==> src/rtl/ctr_route_pkg.sv <==
package ctr_route_pkg;
  localparam int N_CH   = 3;
  localparam int CODE_W = 5;
  localparam int N_TB   = 5;  // 10M, 1M, 100k, 10k, 1k

  localparam logic [CODE_W-1:0] CK_PIN  = 5'd0;
  localparam logic [CODE_W-1:0] CK_PREV = 5'd6;
  localparam logic [CODE_W-1:0] CK_EXT  = 5'd7;
  localparam logic [CODE_W-1:0] CK_HI   = 5'd8;
  localparam logic [CODE_W-1:0] CK_LO   = 5'd9;
  localparam logic [CODE_W-1:0] CK_PAT  = 5'd10;
  localparam logic [CODE_W-1:0] CK_SYS  = 5'd11;

  localparam logic [CODE_W-1:0] GT_ON    = 5'd0;
  localparam logic [CODE_W-1:0] GT_OFF   = 5'd1;
  localparam logic [CODE_W-1:0] GT_PIN   = 5'd2;
  localparam logic [CODE_W-1:0] GT_NTB   = 5'd3;
  localparam logic [CODE_W-1:0] GT_NPIN  = 5'd6;
  localparam logic [CODE_W-1:0] GT_TB    = 5'd7;
  localparam logic [CODE_W-1:0] GT_PAT   = 5'd8;
  localparam logic [CODE_W-1:0] GT_OCC   = 5'd9;
  localparam logic [CODE_W-1:0] GT_GONE  = 5'd10;
  localparam logic [CODE_W-1:0] GT_NPAT  = 5'd11;
  localparam logic [CODE_W-1:0] GT_NOCC  = 5'd12;
  localparam logic [CODE_W-1:0] GT_NGONE = 5'd13;

  localparam logic [1:0] CTRL_SLOT = 2'd3;
endpackage

==> src/rtl/ctr_route_tbase.sv <==
module ctr_route_tbase #(
  parameter int FIRST_DIV = 2,
  parameter int STEP_DIV  = 10,
  parameter int N_OUT     = 5
) (
  input  logic             clk_i,
  input  logic             rst_ni,
  output logic [N_OUT-1:0] tick_o
);
  localparam int FW = (FIRST_DIV > 1) ? $clog2(FIRST_DIV) : 1;
  localparam int SW = (STEP_DIV > 1) ? $clog2(STEP_DIV) : 1;
  localparam logic [FW-1:0] F_LAST = FW'(FIRST_DIV - 1);
  localparam logic [SW-1:0] S_LAST = SW'(STEP_DIV - 1);

  logic [FW-1:0] cnt0_q;

  always_ff @(posedge clk_i or negedge rst_ni) begin
    if (!rst_ni)              cnt0_q <= '0;
    else if (cnt0_q == F_LAST) cnt0_q <= '0;
    else                      cnt0_q <= cnt0_q + 1'b1;
  end
  assign tick_o[0] = (cnt0_q == F_LAST);

  for (genvar g = 1; g < N_OUT; g++) begin : g_stage
    logic [SW-1:0] cnt_q;
    always_ff @(posedge clk_i or negedge rst_ni) begin
      if (!rst_ni) cnt_q <= '0;
      else if (tick_o[g-1]) cnt_q <= (cnt_q == S_LAST) ? '0 : cnt_q + 1'b1;
    end
    assign tick_o[g] = tick_o[g-1] && (cnt_q == S_LAST);
  end
endmodule

==> src/rtl/ctr_route_patlatch.sv <==
module ctr_route_patlatch (
  input  logic clk_i,
  input  logic rst_ni,
  input  logic pat_i,
  input  logic clr_i,
  output logic occ_o,
  output logic gone_o
);
  always_ff @(posedge clk_i or negedge rst_ni) begin
    if (!rst_ni) begin
      occ_o  <= 1'b0;
      gone_o <= 1'b0;
    end else if (clr_i) begin
      occ_o  <= 1'b0;
      gone_o <= 1'b0;
    end else begin
      if (pat_i)           occ_o  <= 1'b1;
      if (occ_o && !pat_i) gone_o <= 1'b1;
    end
  end
endmodule

==> src/rtl/ctr_route_chan.sv <==
module ctr_route_chan
  import ctr_route_pkg::*;
#(
  parameter bit ENHANCED = 1'b1
) (
  input  logic [CODE_W-1:0] csel_i,
  input  logic [CODE_W-1:0] gsel_i,
  input  logic              clk_pin_i,
  input  logic              gat_pin_i,
  input  logic              ext_clk_i,
  input  logic [N_TB-1:0]   tb_i,
  input  logic              prev_i,
  input  logic              two_back_i,
  input  logic              pat_i,
  input  logic              occ_i,
  input  logic              gone_i,
  output logic              clk_o,
  output logic              gate_o,
  output logic              clk_oe_o,
  output logic              gat_oe_o
);
  localparam logic EN = ENHANCED;

  always_comb begin
    case (csel_i)
      CK_PIN:  clk_o = clk_pin_i;
      5'd1:    clk_o = tb_i[0];
      5'd2:    clk_o = tb_i[1];
      5'd3:    clk_o = tb_i[2];
      5'd4:    clk_o = tb_i[3];
      5'd5:    clk_o = tb_i[4];
      CK_PREV: clk_o = prev_i;
      CK_EXT:  clk_o = ext_clk_i;
      CK_HI:   clk_o = EN;
      CK_LO:   clk_o = 1'b0;
      CK_PAT:  clk_o = EN & pat_i;
      CK_SYS:  clk_o = EN;  // enable every system cycle
      default: clk_o = 1'b0;
    endcase
  end

  always_comb begin
    case (gsel_i)
      GT_ON:    gate_o = 1'b1;
      GT_OFF:   gate_o = 1'b0;
      GT_PIN:   gate_o = gat_pin_i;
      GT_NTB:   gate_o = ~two_back_i;
      GT_NPIN:  gate_o = EN & ~gat_pin_i;
      GT_TB:    gate_o = EN & two_back_i;
      GT_PAT:   gate_o = EN & pat_i;
      GT_OCC:   gate_o = EN & occ_i;
      GT_GONE:  gate_o = EN & gone_i;
      GT_NPAT:  gate_o = EN & ~pat_i;
      GT_NOCC:  gate_o = EN & ~occ_i;
      GT_NGONE: gate_o = EN & ~gone_i;
      default:  gate_o = 1'b0;
    endcase
  end

  assign clk_oe_o = (csel_i != CK_PIN);
  assign gat_oe_o = (gsel_i != GT_PIN);
endmodule

==> src/rtl/ctr_route.sv <==
module ctr_route
  import ctr_route_pkg::*;
#(
  parameter bit ENHANCED  = 1'b1,
  parameter int FIRST_DIV = 2,
  parameter int STEP_DIV  = 10
) (
  input  logic              clk_i,
  input  logic              rst_ni,
  input  logic              wr_en_i,
  input  logic [1:0]        wr_ch_i,
  input  logic              wr_fld_i,
  input  logic [CODE_W-1:0] wr_data_i,
  input  logic [N_CH-1:0]   clk_pin_i,
  input  logic [N_CH-1:0]   gat_pin_i,
  input  logic              ext_clk_i,
  input  logic [N_CH-1:0]   ctr_out_i,
  input  logic [N_CH-1:0]   prev_out_i,
  input  logic              pat_present_i,
  output logic [N_CH-1:0]   clk_o,
  output logic [N_CH-1:0]   gate_o,
  output logic [N_CH-1:0]   clk_pin_oe_o,
  output logic [N_CH-1:0]   gat_pin_oe_o
);
  localparam int SEL_W = ENHANCED ? CODE_W : 3;

  logic [N_TB-1:0] tb_tick;
  logic            pat_occ, pat_gone, lat_clr;

  assign lat_clr = wr_en_i && (wr_ch_i == CTRL_SLOT) && wr_data_i[0];

  ctr_route_tbase #(
    .FIRST_DIV(FIRST_DIV), .STEP_DIV(STEP_DIV), .N_OUT(N_TB)
  ) u_tbase (
    .clk_i, .rst_ni, .tick_o(tb_tick)
  );

  ctr_route_patlatch u_pat (
    .clk_i, .rst_ni, .pat_i(pat_present_i), .clr_i(lat_clr),
    .occ_o(pat_occ), .gone_o(pat_gone)
  );

  for (genvar c = 0; c < N_CH; c++) begin : g_ch
    logic [SEL_W-1:0] csel_q, gsel_q;
    logic             prev_src, two_back_src;

    always_ff @(posedge clk_i or negedge rst_ni) begin
      if (!rst_ni) begin
        csel_q <= '0;
        gsel_q <= '0;
      end else if (wr_en_i && wr_ch_i == 2'(c)) begin
        if (wr_fld_i) gsel_q <= wr_data_i[SEL_W-1:0];
        else          csel_q <= wr_data_i[SEL_W-1:0];
      end
    end

    // ring neighbours: preceding group feeds the low channels
    if (c == 0) begin : g_prev_ring
      assign prev_src = prev_out_i[N_CH-1];
    end else begin : g_prev_local
      assign prev_src = ctr_out_i[c-1];
    end
    if (c >= 2) begin : g_tb_local
      assign two_back_src = ctr_out_i[c-2];
    end else begin : g_tb_ring
      assign two_back_src = prev_out_i[c+N_CH-2];
    end

    ctr_route_chan #(.ENHANCED(ENHANCED)) u_chan (
      .csel_i     (CODE_W'(csel_q)),
      .gsel_i     (CODE_W'(gsel_q)),
      .clk_pin_i  (clk_pin_i[c]),
      .gat_pin_i  (gat_pin_i[c]),
      .ext_clk_i  (ext_clk_i),
      .tb_i       (tb_tick),
      .prev_i     (prev_src),
      .two_back_i (two_back_src),
      .pat_i      (pat_present_i),
      .occ_i      (pat_occ),
      .gone_i     (pat_gone),
      .clk_o      (clk_o[c]),
      .gate_o     (gate_o[c]),
      .clk_oe_o   (clk_pin_oe_o[c]),
      .gat_oe_o   (gat_pin_oe_o[c])
    );
  end
endmodule

==> config.mk <==
export PLATFORM = sky130hd
export DESIGN_NAME = ctr_route
export DESIGN_NICKNAME = d
export VERILOG_FILES = /design/src/rtl/ctr_route_pkg.sv /design/src/rtl/ctr_route_tbase.sv /design/src/rtl/ctr_route_patlatch.sv /design/src/rtl/ctr_route_chan.sv /design/src/rtl/ctr_route.sv
export SDC_FILE = /design/constraint.sdc
export NUM_CORES = 1
export LEC_CHECK = 0
export BUFFER_PORTS_ARGS = -buffer_cell sky130_fd_sc_hd__buf_4
export CAP_MARGIN = 0
export CELL_PAD_IN_SITES_DETAIL_PLACEMENT = 0
export CELL_PAD_IN_SITES_GLOBAL_PLACEMENT = 1
export CORE_UTILIZATION = 50
export CTS_BUF_LIST = sky130_fd_sc_hd__clkbuf_4
export DETAILED_ROUTE_END_ITERATION = 6
export PLACE_DENSITY = 0.89
export SYNTH_ARGS = -nofsm -noshare
export SYNTH_HDL_FRONTEND = slang
export SYNTH_SLANG_ARGS = --single-unit
==> constraint.sdc <==
create_clock -name clk_i -period 3.3 [get_ports clk_i]
set_input_delay 0.33 -clock clk_i [delete_from_list [all_inputs] [get_ports clk_i]]
set_output_delay 0.33 -clock clk_i [all_outputs]
set_load 0.01 [all_outputs]
==> key figures <==
Worst setup path
  • CP endpoint kind: primary output
  • Reg2reg start: u_tbase.g_stage[2].cnt_q[2]
  • Crit path buffers/inverters: 1
  • R2R setup slack: between 1.5 and 2 ns
  • Crit path launch type: flop
  • Req. time, crit path: approximately 3 ns
  • FF-to-FF path depth: 5
  • Family with the most delay on the worst path: simple AND/OR/NAND/NOR gates
  • Reg-to-reg endpoint: u_tbase.g_stage[3].cnt_q[1]
  • Critical Path Fanout Max: 8
  • Critical path arrival: approximately 2.4 ns
  • Worst Path Class, Setup: flop to primary output
  • Worst stage delay on the critical path: 0.52 ns
  • Worst path slowest cell: dfrtp_1
  • CP Cell Sequence: nand2_1 -> nor3_4 -> a31oi_1 -> or4_1 -> o311ai_2 -> buf_4

Place
  • Hpwl dp: approximately 4200 um
  • GPL Wtd Cong: between 0.7 and 0.8
  • Placed Cells: 376
  • IO Port Bufs: 34

Global routing
  • M3 GR Usage: 3.60%
  • Gr busiest metal: met2
  • Overall Global Routing Usage: roughly a fifth
  • Initial antenna violation count: 0
  • Met1 GRT Util: between 30% and 40%
  • Pin count of the biggest net entering global routing: 50
  • Met2 GRT Util: between 30% and 40%
  • Global-route wire length before repair: between 9000 and 10000 um
  • Vias in the first global route: slightly above 2000
  • Grt ovf: 0

Power and ir drop
  • Static Leakage: ~1.4 nW
  • Peak VDD IR: 0.267 mV
  • PD cells: approximately 460 nW/um2

Timing
  • Final Hold Vio Count: 0
  • Skew final: between 0.009 and 0.01 ns
  • Worst-margin pin slew: between 1 and 1.5 ns
  • Setup violators final: 0
  • Max Slew Vio Count: 0
  • RSZ-0062 raised after global routing: no
  • Setup TNS Final: 0 ns
  • Fin crit share: 81.2%
  • Worst slew margin: between 20% and 30%
  • Fmax achieved: between 300 and 400 MHz
  • Post-route minimum period: roughly 2.7 ns

Yosys
  • Mapped Cells: a little under 300
  • Post-Syn Area per Cell: roughly 10 um2
  • Library cells used by synthesis: 57
  • Complex-gate fraction of the synthesized area: between 10% and 20%
  • Total nets after synthesis: between 300 and 400
  • Simple logic cell fraction of the synthesized area: around 23%
  • Post-synth EDFFs: 0
  • Post-Syn Area: ~2900 um2
  • Main combinational cell family by area after synthesis: simple AND/OR/NAND/NOR gates
  • Sequential area share after synthesis: about two fifths
  • Mux cell area share after synthesis: 13.7%
  • Async set-reset flop share out of synthesis: between 90% and 100%
  • Synth Area in Adders: 0%
  • Yosys reg bits: 49
  • Yosys warnings: 0
  • Post-synthesis xor/xnor area fraction: under 10%
  • Most used flip-flop cell after synthesis: dfrtp_1

Min path
  • HP Start: wr_en_i
  • WHS Path Cells: 2
  • Hold Path Class: input port to flop
  • Worst Hold End: u_pat.gone_o

Status
  • Status: complete, no violations

Clocking
  • Hold Buf Count CTS: 1
  • CTS Buf Count: 5
  • Cts repair resizes: 0
  • H-tree depth: 2
  • Longest Clk Path Bufs: 2
  • Clk root buf: clkbuf_4
  • CTS tree: yes
  • Clock transition at path regs: 0.14 ns
  • CTS Sinks: 49
  • Post-CTS Setup Bufs: 0
  • Worst skew pair latency: approximately 0.36 ns

Floorplanning
  • Die Span Y: slightly below 80 um
  • Die X: ~79 um
  • Die ar.: 6180 um2
  • # IOs: 37
  • Core Area: between 5000 and 6000 um2
  • Number of core rows: 27
  • Initial core utilization: between 50% and 60%

Cells and area
  • Final net count: approximately 340
  • Area delta synth->final: 9.59%
  • Fraction of layout cells with a size suffix above 1: approximately 27%
  • Post-route insts no fill: slightly below 400
  • # diodes: 0
  • Fillcell total: approximately 510

Drt
  • Mean number of vias per cell: 5.79
  • Routed len/inst: 15.3 um
  • Pre-Repair DR Iteration Count: 4
  • DR vias: approximately 2200
  • Post-Route WL: approximately 6000 um
  • DRC: 0
  • Detailed Route Iter0 Violations: 94
  • Final antenna-violating net count: 0

Run
  • Max cap viols: 0
-- power by group --
group	internal (mW)	switching, mW	total, mW
logic	0.229	0.164	0.392
clock network	0.0898	0.187	0.277
registers	0.682	0.143	0.825
total	1.00	0.493	1.49
-- area by class of cell --
cell class                      count  area (um2)  area share, %
Inverter                            8        30.0          0.934
Clock buffer                        6        45.0           1.40
Sequential cell                    49        1230           38.1
Timing Repair Buffer               36         273           8.48
Clock inverter                      2        10.0          0.311
Multi-Input combinational cell    212        1540           47.9
Tap cell                           72        90.1           2.80
-- per-layer routing --
metal  routed length (um)  part of all wire, %
met4                   28                 0.48
met1                 2910                   49
met5                    0                    0
met2                 2770                   47
met3                  180                  3.1
-- Yosys cell counts, types with 4 or more instances --
library cell,count,area (um2)
a31oi_1,6,37.5
nand2_1,31,116
nand3_1,5,25.0
mux2_2,33,372
nor2b_1,8,50.1
dfrtp_1,49,1230
nand2b_1,9,56.3
inv_1,8,30.0
clkbuf_1,11,41.3
a21oi_1,9,45.0
nor3_1,7,35.0
o21ai_0,14,70.1
buf_4,12,90.1
nand4b_1,6,52.6
or4_1,4,30.0
nor2_1,16,60.1
xnor2_1,6,52.6
-- cells by family after synthesis --
logic type             Yosys count
multiplexers                    36
flip-flops                      49
XOR/XNOR                         9
AND/OR/NAND/NOR                109
buffers and inverters           32
AO/OA/AOI/OAI                   58
-- worst max path at each step --
stage               slack [ns]  depth (start not counted)  endpoint                         from
detailed placement        1.04                          6  clk_o[2]               u_tbase.cnt0_q
global placement          1.07                          6  clk_o[2]               u_tbase.cnt0_q
CTS                       0.61                          6  clk_o[2]               u_tbase.cnt0_q
finish                    0.62                          6  clk_o[2]               u_tbase.cnt0_q
global route              0.51                          6  clk_o[2]               u_tbase.cnt0_q
floorplan                 1.24                          6  clk_o[2]  u_tbase.g_stage[2].cnt_q[2]
-- per-stage QoR --
step           utilization (%)  hold slack (ns)  power [mW]  setup WS (ns)  instance area [um2]
5_1_grt                   57.7            0.195        1.60          0.512                 3220
3_5_place_dp              56.5            0.386        1.23           1.04                 3150
2_1_floorplan                -           0.0344        1.12           1.24                 2930
6_report                  57.7            0.205        1.49          0.620                 3220
4_1_cts                   57.7            0.185        1.50          0.614                 3220
3_3_place_gp              56.5            0.382        1.22           1.07                 3150
-- placed cells by master, fill, tap and decap left out, types with 7 or more instances in the layout --
cell type  count
dfrtp_1       49
mux2_2        33
o21ai_0       14
nor2b_1        8
nand2_1       31
nor3_1         7
a21oi_1        9
buf_4         35
inv_1          8
nor2_1        16
nand2b_1       9
-- registers in the layout, summed over array words and instances (netlist names) --
register	count
u_tbase.g_stage.cnt_q	16
g_ch.csel_q	15
g_ch.gsel_q	15
u_pat.gone_o	1
u_pat.occ_o	1
u_tbase.cnt0_q	1
(Power assumes the default switching activity.)
